[config.mk]
export PLATFORM = sky130hd
export DESIGN_NAME = sfl_status_ctrl
export DESIGN_NICKNAME = d
export VERILOG_FILES = /design/src/rtl/sfl_status_pkg.sv /design/src/rtl/sfl_wel_ctrl.sv /design/src/rtl/sfl_busy_trk.sv /design/src/rtl/sfl_status_regs.sv /design/src/rtl/sfl_status_ctrl.sv
export SDC_FILE = /design/constraint.sdc
export NUM_CORES = 1
export LEC_CHECK = 0
export ABC_AREA = 1
export BUFFER_PORTS_ARGS = -buffer_cell sky130_fd_sc_hd__buf_2
export CORE_MARGIN = 1.5
export CORE_UTILIZATION = 25
export CTS_CLUSTER_SIZE = 16
export DETAILED_ROUTE_END_ITERATION = 12
export PLACE_DENSITY = 0.46
export RECOVER_POWER = 25
export SLEW_MARGIN = 0
export SYNTH_ARGS = -nofsm -noshare
export SYNTH_HDL_FRONTEND = slang
export SYNTH_HIERARCHICAL = 1
export SYNTH_SLANG_ARGS = --single-unit
export TNS_END_PERCENT = 10
[constraint.sdc]
create_clock -name clk -period 2.3 [get_ports clk]
set_clock_uncertainty 0.2 [all_clocks]
set_input_delay 0.23 -clock clk [delete_from_list [all_inputs] [get_ports clk]]
set_output_delay 0.23 -clock clk [all_outputs]
set_load 0.02 [all_outputs]
[src/rtl/sfl_status_pkg.sv]
package sfl_status_pkg;
   localparam int          SR_W     = 16;
   localparam int          B_BUSY   = 0;
   localparam int          B_WEL    = 1;
   localparam int          B_SRP0   = 7;
   localparam int          B_SRP1   = 8;
   // bits software may write: everything except BUSY, WEL and the suspend flag
   localparam logic [15:0] WR_MASK  = 16'h7FFC;
   // one-time bits: second protect bit and the four lock bits
   localparam logic [15:0] OTP_MASK = 16'h3D00;
endpackage

[src/rtl/sfl_wel_ctrl.sv]
module sfl_wel_ctrl (
   input  logic clk,
   input  logic rst_n,
   input  logic pwr_up,
   input  logic busy,
   input  logic op_done,
   input  logic wren,
   input  logic wren_vol,
   input  logic wrdis,
   input  logic vol_used,
   output logic wel,
   output logic vol_arm
);
   always_ff @(posedge clk or negedge rst_n) begin
      if (!rst_n) begin
         wel     <= 1'b0;
         vol_arm <= 1'b0;
      end else if (pwr_up) begin
         wel     <= 1'b0;
         vol_arm <= 1'b0;
      end else if (busy) begin
         if (op_done) wel <= 1'b0;
      end else begin
         if (wrdis)     wel <= 1'b0;
         else if (wren) wel <= 1'b1;
         if (wrdis || wren || vol_used) vol_arm <= 1'b0;
         else if (wren_vol)             vol_arm <= 1'b1;
      end
   end
endmodule

[src/rtl/sfl_busy_trk.sv]
module sfl_busy_trk (
   input  logic clk,
   input  logic rst_n,
   input  logic pwr_up,
   input  logic start,
   input  logic op_done,
   output logic busy
);
   always_ff @(posedge clk or negedge rst_n) begin
      if (!rst_n)                busy <= 1'b0;
      else if (pwr_up)           busy <= 1'b0;
      else if (busy && op_done)  busy <= 1'b0;
      else if (start)            busy <= 1'b1;
   end
endmodule

[src/rtl/sfl_status_regs.sv]
module sfl_status_regs
   import sfl_status_pkg::*;
#(
   parameter int          W        = SR_W,
   parameter logic [15:0] WMASK    = WR_MASK,
   parameter logic [15:0] OMASK    = OTP_MASK,
   parameter bit          STICKY   = 1'b1
) (
   input  logic         clk,
   input  logic         rst_n,
   input  logic         pwr_up,
   input  logic         nv_wr,
   input  logic         vol_wr,
   input  logic [W-1:0] wr_data,
   output logic [W-1:0] vol_bits
);
   logic [W-1:0] nv_q, vol_q, nv_next, vol_next;

   generate
      if (STICKY) begin : g_sticky
         assign nv_next  = WMASK[W-1:0] & ((wr_data & ~OMASK[W-1:0]) |
                                           ((wr_data | nv_q) & OMASK[W-1:0]));
         assign vol_next = WMASK[W-1:0] & ((wr_data & ~OMASK[W-1:0]) |
                                           ((wr_data | vol_q) & OMASK[W-1:0]));
      end else begin : g_plain
         assign nv_next  = WMASK[W-1:0] & wr_data;
         assign vol_next = WMASK[W-1:0] & wr_data;
      end
   endgenerate

   always_ff @(posedge clk or negedge rst_n) begin
      if (!rst_n) begin
         nv_q  <= '0;
         vol_q <= '0;
      end else if (pwr_up) begin
         vol_q <= nv_q;
      end else if (nv_wr) begin
         nv_q  <= nv_next;
         vol_q <= vol_next;
      end else if (vol_wr) begin
         vol_q <= vol_next;
      end
   end

   assign vol_bits = vol_q;
endmodule

[src/rtl/sfl_status_ctrl.sv]
module sfl_status_ctrl
   import sfl_status_pkg::*;
#(
   parameter int W            = SR_W,
   parameter bit STICKY_LOCKS = 1'b1
) (
   input  logic         clk,
   input  logic         rst_n,
   input  logic         pwr_up,
   input  logic         cmd_wren,
   input  logic         cmd_wren_vol,
   input  logic         cmd_wrdis,
   input  logic         cmd_wrsr,
   input  logic         cmd_modify,
   input  logic         cmd_read,
   input  logic         target_prot,
   input  logic         wp_n,
   input  logic [W-1:0] wrsr_data,
   input  logic         op_done,
   output logic [W-1:0] status_o,
   output logic         start_modify,
   output logic         start_wrsr,
   output logic         read_grant
);
   localparam int IDX_W = $clog2(W);

   generate
      if (W != 16) begin : g_bad_width
         $error("sfl_status_ctrl: status width must be 16");
      end
   endgenerate

   logic         wel, vol_arm, busy;
   logic         sr_open, nv_wr, vol_wr, mod_ok;
   logic [W-1:0] vol_bits;
   logic [IDX_W-1:0] srp0_idx, srp1_idx;

   assign srp0_idx = IDX_W'(B_SRP0);
   assign srp1_idx = IDX_W'(B_SRP1);

   // hardware protection: bit 8 locks outright, bit 7 defers to the pin
   assign sr_open = !vol_bits[srp1_idx] && !(vol_bits[srp0_idx] && !wp_n);
   assign vol_wr  = cmd_wrsr && !busy && !pwr_up && vol_arm && sr_open;
   assign nv_wr   = cmd_wrsr && !busy && !pwr_up && !vol_arm && wel && sr_open;
   assign mod_ok  = cmd_modify && !busy && !pwr_up && wel && !target_prot;

   sfl_wel_ctrl i_wel (
      .clk      (clk),
      .rst_n    (rst_n),
      .pwr_up   (pwr_up),
      .busy     (busy),
      .op_done  (op_done),
      .wren     (cmd_wren),
      .wren_vol (cmd_wren_vol),
      .wrdis    (cmd_wrdis),
      .vol_used (vol_wr),
      .wel      (wel),
      .vol_arm  (vol_arm)
   );

   sfl_busy_trk i_busy (
      .clk     (clk),
      .rst_n   (rst_n),
      .pwr_up  (pwr_up),
      .start   (mod_ok || nv_wr),
      .op_done (op_done),
      .busy    (busy)
   );

   sfl_status_regs #(
      .W      (W),
      .STICKY (STICKY_LOCKS)
   ) i_regs (
      .clk      (clk),
      .rst_n    (rst_n),
      .pwr_up   (pwr_up),
      .nv_wr    (nv_wr),
      .vol_wr   (vol_wr),
      .wr_data  (wrsr_data),
      .vol_bits (vol_bits)
   );

   always_comb begin
      status_o         = vol_bits;
      status_o[B_BUSY] = busy;
      status_o[B_WEL]  = wel;
   end

   assign start_modify = mod_ok;
   assign start_wrsr   = nv_wr;
   assign read_grant   = cmd_read && !busy;
endmodule

==> impl_metrics.toml <==
[global_routing]
grt_usage = 0.122
grt_max_degree = 30
grt_pass1_wl_microns = 5710
grt_remaining_overflow = 0
antenna_found_initial = 0
first_global_vias = 1230

[floorplan]
core_sq_um = 5510
fp.dieH_microns = 78.8
die_x_microns = 78.8
start_util = 0.261
rows = 27
ioPinCount = 47
die_area_sq_um = 6200

[pwr]
p_leak_nw = 0.991
peakVddDrop_uv = 223
p_per_area_nw_per_um2 = 736
total_power_mw = 1.32

[clocking]
cts_tree = "done"
hold_buffers = 2
cts_buffer_depth = 2
htree_num_levels = 2
numCtsBuffers = 5
clock_latency_ns = 0.28
cts_resized = 0
clk_pin_slew_ns = 0.06
post-cts-setup-buffer-count = 0
cts.sinks = 29
cts-root-buf = "clkbuf_8"

[final_layout]
design_area_sq_um = 1800
layout-drive-gt1-share = 0.276
fin_nets = 256
n_fill_cell = 621
seq_area_sq_um = 726
syn_to_final_growth_pct = 25.2
diodes = 0
multi_input_area_sq_um = 556

[critical_path]
cp_slowest_cell = "dfrtp_1"
worstSetupEndpointType = "primary output"
required_ns = 1.87
crit_fanout = 7
crit_cells = 6
cp-startpoint = "i_busy/busy"
reg2reg_from = "i_busy/busy"
crit_chain = "inv_2 -> nand2_1 -> nor2_2 -> nand3_1 -> inv_1 -> buf_2"
cp-start-kind = "register"
max_stage_delay_ns = 0.45
crit_end = "start_wrsr"
arrival_ns = 1.46
cp_num_buf_inv = 3
reg2reg_to = "i_regs/vol_bits[4]"
path_class = "register to primary output"
cp_top_family = "flip-flops"
rrSetupSlack_ns = 0.48
rr_worst_depth = 10

[timing]
max_slew_margin = 0.504
fin_crit_ns = 1.89
fin_crit_sh = 0.823
hold_violations = 0
setup_violations = 0
tns_ns = 0
fmax_mhz = 528
slew_viol_final = 0
rsz0062_at_grt = "no"
worst_pin_slew_ns = 0.743

[routing]
detail_route.drc_violations = 0
drt.antenna.violating_nets = 0
vias = 1243
wl_microns = 3240
dr.pass1.iters = 5
drtIter0Drc = 92
vias_per_cell = 4.14
wire_per_inst_microns = 10.8

[place]
placed_area_sq_um = 1690
portBuffers = 42
dpl.hpwl_microns = 2240
place_congestion = 0.698

[synth]
syn_area_sq_um = 1440
syn_area_per_cell_sq_um = 7.89
yosysWarningCount = 6
syn_nets = 210
syn_inst = 182

[min_path]
hold_path_class = "input port to register"

[job]
cap_violations = 0

[outcome]
status = "complete, no violations"
worst min-delay path by stage:
stage,endpoint,slack (ns),from,cells after the start
after global placement,i_regs/vol_bits[14],0.12,rst_n,1
after global routing,i_regs/nv_q[13],0.008,wrsr_data[13],2
final,i_regs/nv_q[13],0.01,wrsr_data[13],2
after floorplan,i_busy/busy,-0.27,rst_n,0
after CTS,i_regs/nv_q[12],0.001,wrsr_data[12],2
after detailed placement,i_regs/vol_bits[14],0.12,rst_n,1
cell usage in the layout, fill, tap and decap left out:
master and instances:
dfrtp_1 29, conb_1 1, buf_2 33, a21oi_1 4, nand2_2 2, nor2_1 8, clkbuf_1 9, o21ai_2 8
a31o_2 5, nand2_1 75, clkbuf_8 6, nand3_1 1, dlygate4sd3_1 3, o21ai_0 14, inv_2 3, inv_1 20
buf_4 3, nand4_1 1, nor2_2 2, clkbuf_2 1
registers in the layout (all words and copies together), names as in the netlist:
name	count
i_wel/vol_arm	1
i_wel/wel	1
i_regs/vol_bits	13
i_regs/nv_q	13
i_busy/busy	1
metrics by stage:
step | util | std cells | setup slack, ns | hold WS, ns
6_report | 0.326 | 300 | 0.406 | 0.00966
5_1_grt | 0.326 | 300 | 0.273 | 0.00759
4_1_cts | 0.326 | 299 | 0.390 | 0.000963
3_5_place_dp | 0.307 | 290 | 0.490 | 0.116
3_3_place_gp | 0.307 | 290 | 0.492 | 0.123
2_1_floorplan | - | 182 | 0.532 | -0.266
metal layers:
| metal | GRT usage | part of all wire | routed length (microns) |
|---|---|---|---|
| met1 | 0.151 | 0.47 | 1530 |
| met2 | 0.188 | 0.43 | 1390 |
| met3 | 0.0483 | 0.075 | 242 |
| met4 | 0.0536 | 0.021 | 67 |
| met5 | 0 | 0 | 0 |
where the power goes:
part	internal [mW]	leakage, nW	total (mW)	switching, mW
combinational	0.107	0.568	0.267	0.160
clock	0.237	0.0443	0.421	0.184
sequential	0.589	0.379	0.634	0.0452
cell type report:
class / instances / share of cell area
flip-flops and latches: 29 / 0.404
repair buffers: 48 / 0.141
multi-input cells: 121 / 0.309
well taps: 72 / 0.0501
inverters: 23 / 0.0481
clock buffers: 7 / 0.0481
(Power assumes the default switching activity.)
